===== src/rtl/wprot_pkg.sv =====
package wprot_pkg;

   typedef enum logic [1:0] {
      LVL_OPEN    = 2'b00,
      LVL_QUARTER = 2'b01,
      LVL_HALF    = 2'b10,
      LVL_FULL    = 2'b11
   } lock_lvl_e;

   localparam int STAT_WIP  = 0;
   localparam int STAT_WEL  = 1;
   localparam int STAT_BPLO = 2;
   localparam int STAT_BPHI = 3;

endpackage


===== src/rtl/wprot_region.sv =====
module wprot_region
   import wprot_pkg::*;
#(
   parameter int ADDR_W = 9
) (
   input  lock_lvl_e          lvl,
   input  logic [ADDR_W-1:0]  addr,
   output logic               in_lock
);

   localparam int TOP = ADDR_W - 1;

   generate
      if (ADDR_W < 3) begin : g_bad_width
         $error("wprot_region: ADDR_W must be at least 3");
      end
   endgenerate

   always_comb begin
      unique case (lvl)
         LVL_OPEN:    in_lock = 1'b0;
         LVL_QUARTER: in_lock = (addr[TOP -: 2] == 2'b11);
         LVL_HALF:    in_lock = addr[TOP];
         default:     in_lock = 1'b1;
      endcase
   end

endmodule


===== src/rtl/wprot_latch.sv =====
module wprot_latch (
   input  logic clk,
   input  logic rst_n,
   input  logic lock_n,
   input  logic set_stb,
   input  logic clr_stb,
   input  logic wr_done,
   output logic wel_q
);

   always_ff @(posedge clk or negedge rst_n) begin
      if (!rst_n)                   wel_q <= 1'b0;
      else if (!lock_n)             wel_q <= 1'b0;
      else if (wr_done || clr_stb)  wel_q <= 1'b0;
      else if (set_stb)             wel_q <= 1'b1;
   end

endmodule


===== src/rtl/wprot_lvlreg.sv =====
module wprot_lvlreg
   import wprot_pkg::*;
(
   input  logic      clk,
   input  logic      rst_n,
   input  logic      load,
   input  lock_lvl_e din,
   output lock_lvl_e lvl_q
);

   always_ff @(posedge clk or negedge rst_n) begin
      if (!rst_n)     lvl_q <= LVL_OPEN;
      else if (load)  lvl_q <= din;
   end

endmodule


===== src/rtl/nvm_wprot_status.sv =====
module nvm_wprot_status
   import wprot_pkg::*;
#(
   parameter int ADDR_W = 9,
   parameter int STAT_W = 8
) (
   input  logic              clk,
   input  logic              rst_n,
   input  logic              lock_n,
   input  logic              cyc_busy,
   input  logic              wen_set,
   input  logic              wen_clr,
   input  logic              arr_wr_req,
   input  logic [ADDR_W-1:0] arr_addr,
   input  logic              stat_wr_req,
   input  logic [STAT_W-1:0] stat_wr_data,
   output logic              wr_grant,
   output logic [STAT_W-1:0] status_byte,
   output logic              wen_q
);

   localparam int PAD_LO = STAT_BPHI + 1;

   generate
      if (STAT_W < 8) begin : g_bad_stat
         $error("nvm_wprot_status: STAT_W must be at least 8");
      end
   endgenerate

   lock_lvl_e lvl_q;
   logic      in_lock;
   logic      may_write;
   logic      arr_ok;
   logic      stat_ok;
   logic      stat_load;
   logic      unused_data;

   assign unused_data = ^{stat_wr_data[STAT_W-1:PAD_LO], stat_wr_data[STAT_BPLO-1:0]};

   wprot_region #(.ADDR_W(ADDR_W)) i_region (
      .lvl     (lvl_q),
      .addr    (arr_addr),
      .in_lock (in_lock)
   );

   // common gate: pin high, latch set, timer idle
   assign may_write = lock_n & wen_q & ~cyc_busy;
   assign arr_ok    = arr_wr_req & may_write & ~in_lock;
   assign stat_ok   = stat_wr_req & may_write;
   assign wr_grant  = arr_ok | stat_ok;
   assign stat_load = stat_ok;

   wprot_latch i_latch (
      .clk     (clk),
      .rst_n   (rst_n),
      .lock_n  (lock_n),
      .set_stb (wen_set),
      .clr_stb (wen_clr),
      .wr_done (wr_grant),
      .wel_q   (wen_q)
   );

   wprot_lvlreg i_lvl (
      .clk   (clk),
      .rst_n (rst_n),
      .load  (stat_load),
      .din   (lock_lvl_e'(stat_wr_data[STAT_BPHI:STAT_BPLO])),
      .lvl_q (lvl_q)
   );

   generate
      for (genvar b = PAD_LO; b < STAT_W; b++) begin : g_pad
         assign status_byte[b] = 1'b0;
      end
   endgenerate

   assign status_byte[STAT_BPHI:STAT_BPLO] = lvl_q;
   assign status_byte[STAT_WEL]            = wen_q;
   assign status_byte[STAT_WIP]            = cyc_busy;

endmodule


===== config.mk =====
export PLATFORM = sky130hd
export DESIGN_NAME = nvm_wprot_status
export DESIGN_NICKNAME = d
export VERILOG_FILES = /design/src/rtl/wprot_pkg.sv /design/src/rtl/wprot_region.sv /design/src/rtl/wprot_latch.sv /design/src/rtl/wprot_lvlreg.sv /design/src/rtl/nvm_wprot_status.sv
export SDC_FILE = /design/constraint.sdc
export NUM_CORES = 1
export LEC_CHECK = 0
export ABC_AREA = 1
export BUFFER_PORTS_ARGS = -buffer_cell sky130_fd_sc_hd__buf_2
export CORE_AREA = 2 2 39 41
export DETAILED_ROUTE_END_ITERATION = 12
export DIE_AREA = 0 0 41 43
export PLACE_DENSITY_LB_ADDON = 0.3
export SLEW_MARGIN = 20
export SYNTH_ARGS = -nofsm -noshare
export SYNTH_HDL_FRONTEND = slang
export SYNTH_HIERARCHICAL = 1
export SYNTH_SLANG_ARGS = --single-unit

===== constraint.sdc =====
create_clock -name clk -period 2.68 [get_ports clk]
set_clock_uncertainty 0.2 [all_clocks]
set_input_delay 0.134 -clock clk [delete_from_list [all_inputs] [get_ports clk]]
set_output_delay 0.134 -clock clk [all_outputs]
set_load 0.05 [all_outputs]

---- Yosys cells after proc, flatten, opt, wreduce, memory -nomap -nowiden ----
Index checks and enable logic that the tools add are counted.
storage, ports and cells
  memories ................................ 0
  flip-flop bits (word level) ............. 3
  logic and storage cells ................. 20
  output and inout bits ................... 10
  latch bits .............................. 0
  RAM bits ................................ 0
  memory bits (read-only) ................. 0
  input port bits ......................... 25
cells by class
  muxes and demuxes ....................... 4
  multipliers ............................. 0
  magnitude comparators ................... 0
  div/mod/pow operators ................... 0
  reduce and logical (&&, ||, !) cells .... 2
  shift operators ......................... 0
  bitwise logic cells ..................... 8
  $add $sub $neg .......................... 0
  eq/ne operators ......................... 4
operators with widths
  kind                  count
  $and A1 B1 Y1         5
  $eq A2 B2 Y1 const B  2
  $mux W1               3
  $ne A3 B1 Y1 const B  1
  $pmux W1 S3           1
  $eq A2 B1 Y1 const B  1
  $logic_not A2 Y1      1
  $not A1 Y1            2
  $logic_or A1 B1 Y1    1
  $or A1 B1 Y1          1

---- Longest topological paths before layout ----
  depth after elaboration ................. 8
  mapped depth ............................ 10
  gate-level depth less buffers ........... 10

---- Modules after synthesis ----
Netlist, hierarchy kept.
modules (own cells, without submodules)
  module            cells each  area an instance (um^2)  sequential area each (um^2)  times used
  nvm_wprot_status  16          86.3                     0.0                          1
  wprot_lvlreg      9           76.3                     50.0                         1
  wprot_latch       5           40.0                     25.0                         1
  wprot_region      3           13.8                     0.0                          1

---- Worst setup path after synthesis ----
Ideal clock, no wire load.
  path type ............................... register to register
  from .................................... reg i_lvl.lvl_q[0]
  to ...................................... reg i_latch.wel_q
  path slack .............................. 0.903 ns
  period minus slack after synthesis ...... 1.777 ns
  required time ........................... 2.360 ns
  path buffers ............................ 0
  arrival time ............................ 1.457 ns
  setup time .............................. 0.120 ns
  cell stages (with the launch flop) ...... 11
  cell sequence ........................... dfrtp_1 o21ai_1 nand2_1 inv_1 nand2_1 nand2_1 nand2_1 inv_1 nor2_1 nand2_1 nor2_1
on the way
  longest elaborated chain between the ends .. 8
  elaborated cells on any way between the ends .. 11
  those cells by class .................... eq/ne: 3; mux: 3; bitwise: 3; reduce/logical: 2
ends and longest elaborated chain
  element                               line                    source
  start, declared                       wprot_lvlreg.sv:8       output lock_lvl_e lvl_q
  start signal, assigned                wprot_lvlreg.sv:13      else if (load) lvl_q <= din;
  $eq A2 B2 Y1 (tied with other cells)  wprot_region.sv:20      unique case (lvl)
  $pmux W1 S3 *                         wprot_region.sv:20
  named net in_lock                     nvm_wprot_status.sv:31  logic in_lock;
  $not A1 Y1 *                          nvm_wprot_status.sv:48  assign arr_ok = arr_wr_req & may_write & ~in_lock;
  $and A1 B1 Y1 *                       nvm_wprot_status.sv:48
  $or A1 B1 Y1 *                        nvm_wprot_status.sv:50  assign wr_grant = arr_ok | stat_ok;
  named net wr_grant                    nvm_wprot_status.sv:17  output logic wr_grant,
  $logic_or A1 B1 Y1 *                  wprot_latch.sv:14       else if (wr_done || clr_stb) wel_q <= 1'b0;
  $mux W1                               wprot_latch.sv:14
  $mux W1                               wprot_latch.sv:13       else if (!lock_n) wel_q <= 1'b0;
  end signal, assigned                  wprot_latch.sv:13
  end signal, assigned                  wprot_latch.sv:14
  end signal, assigned                  wprot_latch.sv:15       else if (set_stb) wel_q <= 1'b1;
  end, declared                         wprot_latch.sv:8        output logic wel_q
The timed path passes the listed nets; every way through them passes the cells marked *.
A chain may end at the register's enable or synchronous reset.

---- Worst setup path in the final report ----
  from .................................... reg i_lvl.lvl_q[0]
  to ...................................... reg i_latch.wel_q
on the way
  longest elaborated chain between the ends .. 8
  elaborated cells on any way between the ends .. 11
  those cells by class .................... eq/ne: 3; mux: 3; bitwise: 3; reduce/logical: 2
ends and longest elaborated chain
  element                               line
  $eq A2 B2 Y1 (tied with other cells)  wprot_region.sv:20
  $pmux W1 S3 *                         wprot_region.sv:20
  named net in_lock                     nvm_wprot_status.sv:31
  $not A1 Y1 *                          nvm_wprot_status.sv:48
  $and A1 B1 Y1 *                       nvm_wprot_status.sv:48
  $or A1 B1 Y1 *                        nvm_wprot_status.sv:50
  $logic_or A1 B1 Y1 *                  wprot_latch.sv:14
  $mux W1                               wprot_latch.sv:14
  $mux W1                               wprot_latch.sv:13
Marks and branches as above.

==> flow_metrics.env <==
export IMPL_syn_avg_cell_area_um2=6.559
export IMPL_postSynthCellCount=33
export IMPL_cts_buffers=3
export IMPL_endpoint_kind="flip-flop"
export IMPL_p_sw_share_pct=39.63
export IMPL_clkPwrFrac_pct=35.9
export IMPL_setup_tns_ns=0
export IMPL_holdWs_ns=0.01988
export IMPL_grt_max_degree=5
export IMPL_die_y_um=43
export IMPL_grt_ovfl_total=0
export IMPL_antenna_found_initial=0
export IMPL_status="finished clean"
export IMPL_yosysSeqAreaShare_pct=34.68
export IMPL_dr_first_iter_drc_count=0
export IMPL_die_w_um=41
export IMPL_wire_per_inst_um=6.548
export IMPL_grt_pass1_wl_um=676
export IMPL_routed_wl_um=478
export IMPL_max_stage_delay_ns=0.54
export IMPL_fin_cells=73
export IMPL_cts_root_buffer_cell="clkbuf_4"
export IMPL_ir_worst_vdd_mv=0.1466
export IMPL_timing_fmax_ghz=0.4278
export IMPL_nNetsFinal=83
export IMPL_crit_path_max_fanout=4
export IMPL_grt_pass1_vias=203
export IMPL_synth_seq_cells=3
export IMPL_cts_tree="yes"
export IMPL_htreeDepth=1
export IMPL_clock_sinks=3
export IMPL_yosysWarningCount=6
export IMPL_power_frac_comb_pct=37.5
export IMPL_cp_start_kind="flip-flop"
export IMPL_hp_class="in -> async"
export IMPL_power_frac_seq_pct=26.6
export IMPL_place_inst=63
export IMPL_p_sw_mw=0.08625
export IMPL_via_count=258
export IMPL_syn_cell_area_um2=216.5
export IMPL_cp_arrival_ns=2.25
export IMPL_p_int_mw=0.1314
export IMPL_clkTransAtPathRegs_ns=0.04
export IMPL_path_cells="o21ai_1 > nand2_1 > inv_1 > nand2_1 > nand2_1 > nand2_1 > inv_1 > nor2_1 > nand2_1 > dlygate4sd3_1 > nor2_1 > dlygate4sd3_1"
export IMPL_post_cts_buffers=0
export IMPL_viasPerCell=3.534
export IMPL_ant_nets=0
export IMPL_rsz0062_at_grt="false"
export IMPL_crit_required_ns=2.59
export IMPL_worst_path_most_repeated_cell="nand2_1"
export IMPL_leakage_nw=0.2252
export IMPL_drc=0
export IMPL_final_layout_size_suffix_gt1_share_pct=36.84
export IMPL_critPathKind="reg -> reg"
export IMPL_fp_coreArea_um2=1384
export IMPL_gp_congestion=0.5799
export IMPL_dp_hpwl_um=407.3
export IMPL_ios=35
export IMPL_slew_violations=0
export IMPL_setup_violations=0
export IMPL_cts_buffer_depth=2
export IMPL_num_fill_cells=161
export IMPL_rr_worst_depth=12
export IMPL_slowest_stage="dlygate4sd3_1"
export IMPL_hold_violations=0
export IMPL_yosys_cell_types_count=10
export IMPL_finalCoreUtilization_pct=27.03
export IMPL_period_minus_slack_ns=2.337
export IMPL_die_area_um2=1763
export IMPL_num_rows=14
export IMPL_dr_pass1_iters=1
export IMPL_grt_use_total_pct=6.137
export IMPL_area_delta_synth_final_pct=72.83
export IMPL_p_per_area_nw_per_um2=581.7
export IMPL_n_antenna_cell=0
export IMPL_fin_crit_sh_pct=87.22
export IMPL_power_mw=0.2176
export IMPL_cap_violations=0
export IMPL_clk_latency_ns=0.23
export IMPL_port_buffers=17
export IMPL_floorplan_initialDensity_pct=15.64
## worst paths after layout
path | start | end | slack (ns)
max | i_lvl/lvl_q[0] | i_latch/wel_q | 0.34
min | rst_n | i_latch/wel_q | 0.02
max reg2reg | i_lvl/lvl_q[0] | i_latch/wel_q | 0.34
min reg2reg | i_lvl/lvl_q[1] | i_lvl/lvl_q[1] | 0.29
max in group asynchronous | rst_n | i_lvl/lvl_q[0] | 2.15
min in group clk | cyc_busy | i_lvl/lvl_q[1] | 0.03
## cells by family (layout without fill, tap and decap cells)
family / count (synthesis) / after routing / share of synthesized area [%]
buffers and inverters: 10 / 31 / 27.74
flip-flops: 3 / 3 / 34.68
AO/OA/AOI/OAI: 1 / 1 / 2.310
other: 1 / 4 / 1.732
AND/OR/NAND/NOR: 18 / 18 / 33.52
## worst max-delay path, delay by kind of cell (launching register included)
kind | cells | cell delay [ns]
flip-flops | 1 | 0.39
AO/OA/AOI/OAI | 1 | 0.13
buffers and inverters | 4 | 1.19
AND/OR/NAND/NOR | 7 | 0.31
## area by class of cell
cell class	count	area [um^2]	share of cell area, %
inverters	4	15.01	4.013
well taps	16	20.02	5.351
flip-flops and latches	3	75.07	20.07
repair buffers	23	145.1	38.80
clock buffers	4	26.28	7.023
multi-input cells	23	92.59	24.75
## stage by stage
stage / instance area [um^2] / setup slack, ns
5_1_grt: 374.1 / 0.1710
2_1_floorplan: 227.7 / 0.9031
3_3_place_gp: 287.8 / 1.265
4_1_cts: 374.1 / 0.3174
6_report: 374.1 / 0.3426
3_5_place_dp: 287.8 / 1.266
## cells in the mapped netlist
cell type / count / area [um^2]
nor2_1: 3 / 11.26
buf_4: 6 / 45.04
nor2_2: 1 / 6.260
dfrtp_1: 3 / 75.07
nand2_1: 12 / 45.04
conb_1: 1 / 3.750
o21ai_1: 1 / 5.000
inv_1: 4 / 15.01
nand3_1: 1 / 5.000
nor3_1: 1 / 5.000
## layer usage
layer  GRT usage (%)  vias up  wire [um]
li1                -      137          -
met1           4.531      111        180
met2           10.00       10        243
met3           3.141        0         53
met4           6.000        0          0
met5               0        -          0
## cells in the final DEF, fill, tap and decap left out
cell type	instances
nor3_1	1
o21ai_1	1
clkbuf_1	1
buf_2	17
conb_1	4
clkbuf_4	3
nand3_1	1
dlygate4sd3_1	6
nor2_2	1
nor2_1	3
nand2_1	12
inv_1	4
dfrtp_1	3
## timing repair
item	in CTS	in global routing
hold endpoints to repair	6	0
resized for setup	0	0
hold buffers	6	0
## registers in the layout (all words and copies together) (netlist names)
signal,flops
i_lvl/lvl_q,2
i_latch/wel_q,1
## power by group through the flow
stage,logic (mW),clock network (mW),registers (mW)
6_report,0.0815,0.0782,0.0579
5_1_grt,0.0878,0.0874,0.0591
4_1_cts,0.0826,0.0815,0.0583
3_5_place_dp,0.0761,0,0.0588
3_3_place_gp,0.0757,0,0.0588
2_1_floorplan,0.0375,0,0.0825
(Power assumes the default switching activity.)
